==> src/rtl/hss_spi_pkg.sv <==
package hss_spi_pkg;
  localparam int WORD_W = 8;
  localparam int ADDR_W = 3;
  localparam int DATA_W = 4;
  localparam int FLT_W  = 7;
  localparam int N_CH   = 2;

  localparam logic [ADDR_W-1:0] ADR_SEL  = 3'b000;
  localparam logic [ADDR_W-1:0] ADR_CTRL = 3'b001;
  localparam logic [ADDR_W-1:0] ADR_OCL  = 3'b010;
  localparam logic [ADDR_W-1:0] ADR_CFG  = 3'b011;

  typedef struct packed {
    logic              ch;
    logic [ADDR_W-1:0] addr;
    logic [DATA_W-1:0] data;
  } cmd_t;
endpackage

==> src/rtl/hss_spi_sync.sv <==
module hss_spi_sync #(
  parameter int               STAGES  = 2,
  parameter int               WIDTH   = 3,
  parameter logic [WIDTH-1:0] RST_VAL = '0
) (
  input  logic             clk,
  input  logic             rst,
  input  logic [WIDTH-1:0] d,
  output logic [WIDTH-1:0] q,
  output logic [WIDTH-1:0] rise,
  output logic [WIDTH-1:0] fall
);
  logic [STAGES-1:0][WIDTH-1:0] pipe;
  logic [WIDTH-1:0]             prev;

  always_ff @(posedge clk) begin
    if (rst) begin
      pipe <= {STAGES{RST_VAL}};
      prev <= RST_VAL;
    end else begin
      pipe[0] <= d;
      prev    <= pipe[STAGES-1];
      for (int s = 1; s < STAGES; s++) pipe[s] <= pipe[s-1];
    end
  end

  assign q    = pipe[STAGES-1];
  assign rise = pipe[STAGES-1] & ~prev;
  assign fall = ~pipe[STAGES-1] & prev;
endmodule

==> src/rtl/hss_spi_framer.sv <==
module hss_spi_framer
  import hss_spi_pkg::*;
#(
  parameter int W = WORD_W
) (
  input  logic         clk,
  input  logic         rst,
  input  logic         cs_fall,
  input  logic         cs_rise,
  input  logic         cs_act,
  input  logic         sclk_rise,
  input  logic         sclk_fall,
  input  logic         si_bit,
  input  logic [W-1:0] load_byte,
  output logic         so_bit,
  output logic         so_oe,
  output logic         commit,
  output logic [W-1:0] rx_byte
);
  localparam int CNT_W = $clog2(W);

  logic [W-1:0]     sh;
  logic [CNT_W-1:0] cnt;
  logic             seen;

  always_ff @(posedge clk) begin
    if (rst) begin
      sh     <= '0;
      cnt    <= '0;
      seen   <= 1'b0;
      so_bit <= 1'b0;
      so_oe  <= 1'b0;
      commit <= 1'b0;
    end else begin
      so_oe  <= cs_act;
      commit <= 1'b0;
      if (cs_fall) begin
        sh     <= load_byte;
        so_bit <= load_byte[W-1];
        cnt    <= '0;
        seen   <= 1'b0;
      end else if (cs_act) begin
        if (sclk_rise) begin
          sh   <= {sh[W-2:0], si_bit};
          cnt  <= cnt + 1'b1;
          seen <= 1'b1;
        end
        if (sclk_fall) so_bit <= sh[W-1];
      end
      if (cs_rise) commit <= seen && (cnt == '0);
    end
  end

  assign rx_byte = sh;
endmodule

==> src/rtl/hss_spi_regs.sv <==
module hss_spi_regs
  import hss_spi_pkg::*;
(
  input  logic                        clk,
  input  logic                        rst,
  input  logic                        commit,
  input  cmd_t                        cmd,
  input  logic [N_CH-1:0][FLT_W-1:0]  flt_in,
  output logic [WORD_W-1:0]           status,
  output logic                        ch_q,
  output logic [ADDR_W-1:0]           sel_q,
  output logic [N_CH-1:0][FLT_W-1:0]  flt_q,
  output logic [N_CH-1:0]             sense_en,
  output logic [N_CH-1:0]             sw_in,
  output logic [N_CH-1:0][DATA_W-1:0] oc_q,
  output logic [N_CH-1:0][DATA_W-1:0] cfg_q
);
  localparam int PAD_W = WORD_W - 1 - DATA_W;

  always_ff @(posedge clk) begin
    if (rst) begin
      ch_q  <= 1'b0;
      sel_q <= '0;
    end else if (commit) begin
      ch_q <= cmd.ch;
      if (cmd.addr == ADR_SEL) sel_q <= cmd.data[ADDR_W-1:0];
    end
  end

  for (genvar g = 0; g < N_CH; g++) begin : g_ch
    logic hit;
    assign hit = commit && (int'(cmd.ch) == g);

    always_ff @(posedge clk) begin
      if (rst) begin
        sense_en[g] <= 1'b0;
        sw_in[g]    <= 1'b0;
        oc_q[g]     <= '0;
        cfg_q[g]    <= '0;
      end else if (hit) begin
        case (cmd.addr)
          ADR_CTRL: begin
            sense_en[g] <= cmd.data[1];
            sw_in[g]    <= cmd.data[0];
          end
          ADR_OCL: oc_q[g]  <= cmd.data;
          ADR_CFG: cfg_q[g] <= cmd.data;
          default: ;
        endcase
      end
    end

    always_ff @(posedge clk) begin
      if (rst)         flt_q[g] <= '0;
      else if (commit) flt_q[g] <= flt_in[g];
      else             flt_q[g] <= flt_q[g] | flt_in[g];
    end
  end

  always_comb begin
    status[WORD_W-1] = ch_q;
    case (sel_q)
      ADR_SEL:  status[WORD_W-2:0] = flt_q[ch_q];
      ADR_CTRL: status[WORD_W-2:0] = {{(WORD_W-5){1'b0}}, sense_en[1], sw_in[1], sense_en[0], sw_in[0]};
      ADR_OCL:  status[WORD_W-2:0] = {{PAD_W{1'b0}}, oc_q[ch_q]};
      ADR_CFG:  status[WORD_W-2:0] = {{PAD_W{1'b0}}, cfg_q[ch_q]};
      default:  status[WORD_W-2:0] = '0;
    endcase
  end
endmodule

==> src/rtl/hss_spi_status.sv <==
module hss_spi_status
  import hss_spi_pkg::*;
#(
  parameter int SYNC_STAGES = 2
) (
  input  logic              clk,
  input  logic              rst,
  input  logic              cs_n,
  input  logic              sclk,
  input  logic              si,
  output logic              so,
  output logic              so_oe,
  input  logic [FLT_W-1:0]  flt_ch0,
  input  logic [FLT_W-1:0]  flt_ch1,
  output logic [N_CH-1:0]   sense_en,
  output logic [N_CH-1:0]   sw_in,
  output logic [2*DATA_W-1:0] oc_lvl,
  output logic [2*DATA_W-1:0] cfg
);
  logic [2:0] s_q, s_rise, s_fall;
  logic       commit;
  logic [WORD_W-1:0] rx_byte, status;
  logic       ch_q;
  logic [ADDR_W-1:0] sel_q;
  logic [N_CH-1:0][FLT_W-1:0]  flt_q;
  logic [N_CH-1:0][DATA_W-1:0] oc_q, cfg_q;

  hss_spi_sync #(.STAGES(SYNC_STAGES), .WIDTH(3), .RST_VAL(3'b010)) u_sync (
    .clk(clk), .rst(rst), .d({si, cs_n, sclk}),
    .q(s_q), .rise(s_rise), .fall(s_fall)
  );

  hss_spi_framer #(.W(WORD_W)) u_framer (
    .clk(clk), .rst(rst),
    .cs_fall(s_fall[1]), .cs_rise(s_rise[1]), .cs_act(~s_q[1]),
    .sclk_rise(s_rise[0]), .sclk_fall(s_fall[0]), .si_bit(s_q[2]),
    .load_byte(status), .so_bit(so), .so_oe(so_oe),
    .commit(commit), .rx_byte(rx_byte)
  );

  hss_spi_regs u_regs (
    .clk(clk), .rst(rst), .commit(commit), .cmd(cmd_t'(rx_byte)),
    .flt_in({flt_ch1, flt_ch0}), .status(status),
    .ch_q(ch_q), .sel_q(sel_q), .flt_q(flt_q),
    .sense_en(sense_en), .sw_in(sw_in), .oc_q(oc_q), .cfg_q(cfg_q)
  );

  assign oc_lvl = oc_q;
  assign cfg    = cfg_q;
endmodule

==> config.mk <==
export PLATFORM = sky130hd
export DESIGN_NAME = hss_spi_status
export DESIGN_NICKNAME = d
export VERILOG_FILES = /design/src/rtl/hss_spi_pkg.sv /design/src/rtl/hss_spi_sync.sv /design/src/rtl/hss_spi_framer.sv /design/src/rtl/hss_spi_regs.sv /design/src/rtl/hss_spi_status.sv
export SDC_FILE = /design/constraint.sdc
export NUM_CORES = 1
export LEC_CHECK = 0
export CAP_MARGIN = 20
export CORE_UTILIZATION = 35
export CTS_CLUSTER_SIZE = 30
export DETAILED_ROUTE_END_ITERATION = 16
export GPL_TIMING_DRIVEN = 0
export MAX_ROUTING_LAYER = met4
export PLACE_DENSITY = 0.62
export SYNTH_ARGS = -nofsm -noshare
export SYNTH_HDL_FRONTEND = slang
export SYNTH_SLANG_ARGS = --single-unit
==> constraint.sdc <==
create_clock -name clk -period 1.8 [get_ports clk]
set_clock_uncertainty 0.05 [all_clocks]
set_input_delay 0.36 -clock clk [delete_from_list [all_inputs] [get_ports clk]]
set_output_delay 0.36 -clock clk [all_outputs]
set_load 0.01 [all_outputs]
==> results.toml <==
[pwr]
ir_drop_mv = 0.457
p_leak_uw = 0.00122
clkPwrFrac = 0.437
combPwrFrac = 0.059
p_per_area_nw_per_um2 = 855
sequentialPowerShare = 0.505
internal-power_uw = 2180
switchingPower_uw = 631
swShare = 0.225

[clock_tree]
cts.clk_slew.worst_paths_ns = 0.07
post-cts-setup-buffers = 0
holdBufCountCts = 0
clock_sinks = 61
cts_made_buffers = 9
cts_tree = "built"
max-clock-path-buffers = 2
cts_max_level = 3
cts-root-buf = "clkbuf_8"
cts_resized = 0
clk_latency_ns = 0.34

[die]
die_y_um = 87.7
core_area_sq_um = 6940
die_w_um = 87.7
num_io_pins = 41
start_util = 0.370
rows = 30
die-area_sq_um = 7690

[final_layout]
fin_nets = 348
syn2layout_area_growth_pct = 27.6
final_layout_size_suffix_gt1_frac = 0.109
final-instance-count-excl-fill = 427
fillers = 678
antenna_cells = 0

[grt]
grt_usage = 0.173
antenna_found_initial = 0
grt_pass1_wl_mm = 9.59
grt_pass1_vias = 1959
grt.overflow.total = 0
grt_max_degree = 11

[worst_setup_path]
cp_slowest_stage_delay_ns = 0.56
critPathCaptureType = "output port"
startpoint = "u_regs.sw_in[0]$_SDFFE_PP0P_"
rrSetupSlack_ns = 0.11
path_class = "flop to output port"
path_cells = "clkdlybuf4s50_1"
reg2reg_to = "u_framer.rx_byte[2]$_SDFFE_PP0P_"
crit_buf_inv = 1
start_kind = "flop"
cp_top_family = "buffers and inverters"
r2r-start = "u_regs.ch_q$_SDFFE_PP0P_"
cp_data_required_time_ns = 1.39
crit_path_top_delay_cell = "clkdlybuf4s50_1"
crit_fanout = 3
cp.arrival_ns = 1.30
rr_worst_depth = 6

[synth]
netlist-cell-type-count = 40
synth-seq-area-share = 0.475
avgSynthCellArea_sq_um = 9.28
ys_ff_latch = 61
synthTopCellsByArea = "dfxtp_1, mux2i_1, nor2_1, a21oi_1, nand2_1"
ys_warn_count = 0
synth_top_area_cell = "dfxtp_1"
mappedNetlistArea_sq_um = 2570
synth_edf_count = 0
synth.cells.most_frequent = "dfxtp_1, nor2_1, mux2i_1, a21oi_1, nand2_1"
synth_flop_cell = "dfxtp_1"
synth_nets = 298
yosysMostFrequentCell = "dfxtp_1"
async_flop_share = 0
syn_inst = 277
synth_top_area_share = 0.475

[sta]
setup_viol = 0
post-route-period-util = 0.952
worst_slack_ns = 0.0861
layout_min_cycle_time_ns = 1.71
worst_pin_slew_ns = 0.624
hold_viol = 0
rsz0062_at_grt = "no"
slew_headroom = 0.584
fin_tns_setup_ns = 0
fmax_ghz = 0.583
drv_slew = 0

[route]
vias = 2065
ant_nets = 0
drt-initial-drc-count = 127
drtPass1Iterations = 4
vias_per_cell = 4.84
routed_wl_mm = 5.90
drc_errors = 0
post_drt_wl_per_cell_um = 13.8

[placement]
place_ws_ns = 0.131
place_inst = 412
dp.final_hpwl_mm = 4.34
gp_congestion = 0.811
port_buffers = 39

[hold_path]
worstHoldStart = "rst"
holdPathStages = 2
hp-class = "input pin to flop"
min_to = "u_sync.q[2]$_SDFF_PP0_"

[run]
drv_cap = 0

[run_status]
status = "finished clean"
==> logic make-up after synthesis <==
logic type / share of synthesized area
simple gates: 0.212
flops: 0.475
compound gates: 0.117
mux: 0.132
buf+inv: 0.0467
xor+xnor: 0.00681
fa+ha+maj: 0.00973
==> layout make-up <==
cell class                      instances  area, sq um  area share
Buffer                                 18         93.8      0.0286
Clock buffer                           11          151      0.0461
Clock inverter                          4         47.5      0.0145
Inverter                                7         26.3     0.00801
Multi-Input combinational cell        191         1230       0.375
Sequential cell                        61         1220       0.372
Tap cell                               96          120      0.0366
Timing Repair Buffer                   39          390       0.119
==> sequential cells by signal (all words and copies together) (netlist names), 3 cells and up <==
name / cells
u_regs.cfg_q: 8
u_regs.sel_q: 3
u_regs.flt_q: 14
u_framer.rx_byte: 8
u_framer.cnt: 3
u_sync.q: 3
u_regs.oc_q: 8
u_sync.pipe: 3
==> per-layer routing <==
| layer | wire length (um) | vias to the layer above | track usage |
|---|---|---|---|
| met1 | 2850 | 965 | 0.220 |
| li1 | - | 1048 | - |
| met3 | 270 | 6 | 0.0509 |
| met4 | 71 | 0 | 0.0686 |
| met2 | 2710 | 46 | 0.257 |
| met5 | 0 | - | - |
==> metrics by stage <==
stage / total power [uW] / instance area (sq um) / utilization / hold slack (ns)
final: 2810 / 3280 / 0.472 / 0.323
after global routing: 2910 / 3280 / 0.472 / 0.372
after CTS: 2830 / 3280 / 0.472 / 0.327
after detailed placement: 1610 / 3080 / 0.444 / 0.347
after global placement: 1610 / 3080 / 0.444 / 0.346
after floorplan: 1530 / 2570 / - / 0.339
==> cell usage in the layout, fill, tap and decap left out, drive strengths merged, types with 4 or more instances in the layout <==
cell type | Yosys | routed
a21oi | 24 | 24
a221oi | 4 | 4
a311oi | 4 | 4
buf | 10 | 10
clkbuf | 8 | 19
clkdlybuf4s50 | 0 | 39
dfxtp | 61 | 61
inv | 7 | 7
mux2i | 34 | 34
nand2 | 14 | 14
nand2b | 6 | 6
nand3b | 4 | 4
nor2 | 48 | 48
nor2b | 5 | 5
nor3 | 6 | 6
nor3b | 5 | 5
o21ai | 7 | 7
o22ai | 6 | 6
or2 | 4 | 4
==> power by group through the flow <==
stage / sequential [uW] / clock [uW] / combinational (uW)
finish: 1420 / 1230 / 164
detailed placement: 1450 / 0 / 164
global placement: 1450 / 0 / 163
global route: 1420 / 1310 / 182
CTS: 1420 / 1250 / 165
floorplan: 1440 / 0 / 94.8
==> how the worst max path moves through the flow <==
stage,to,slack [ns],cells after the start
floorplan,u_framer.rx_byte[2]$_SDFFE_PP0P_,0.39,6
global route,u_framer.rx_byte[0]$_SDFFE_PP0P_,0.01,6
detailed placement,u_framer.rx_byte[3]$_SDFFE_PP0P_,0.13,6
finish,sw_in[0],0.09,1
CTS,sw_in[0],0.08,1
global placement,u_framer.rx_byte[2]$_SDFFE_PP0P_,0.14,6
Power figures use the tool's default switching activity.
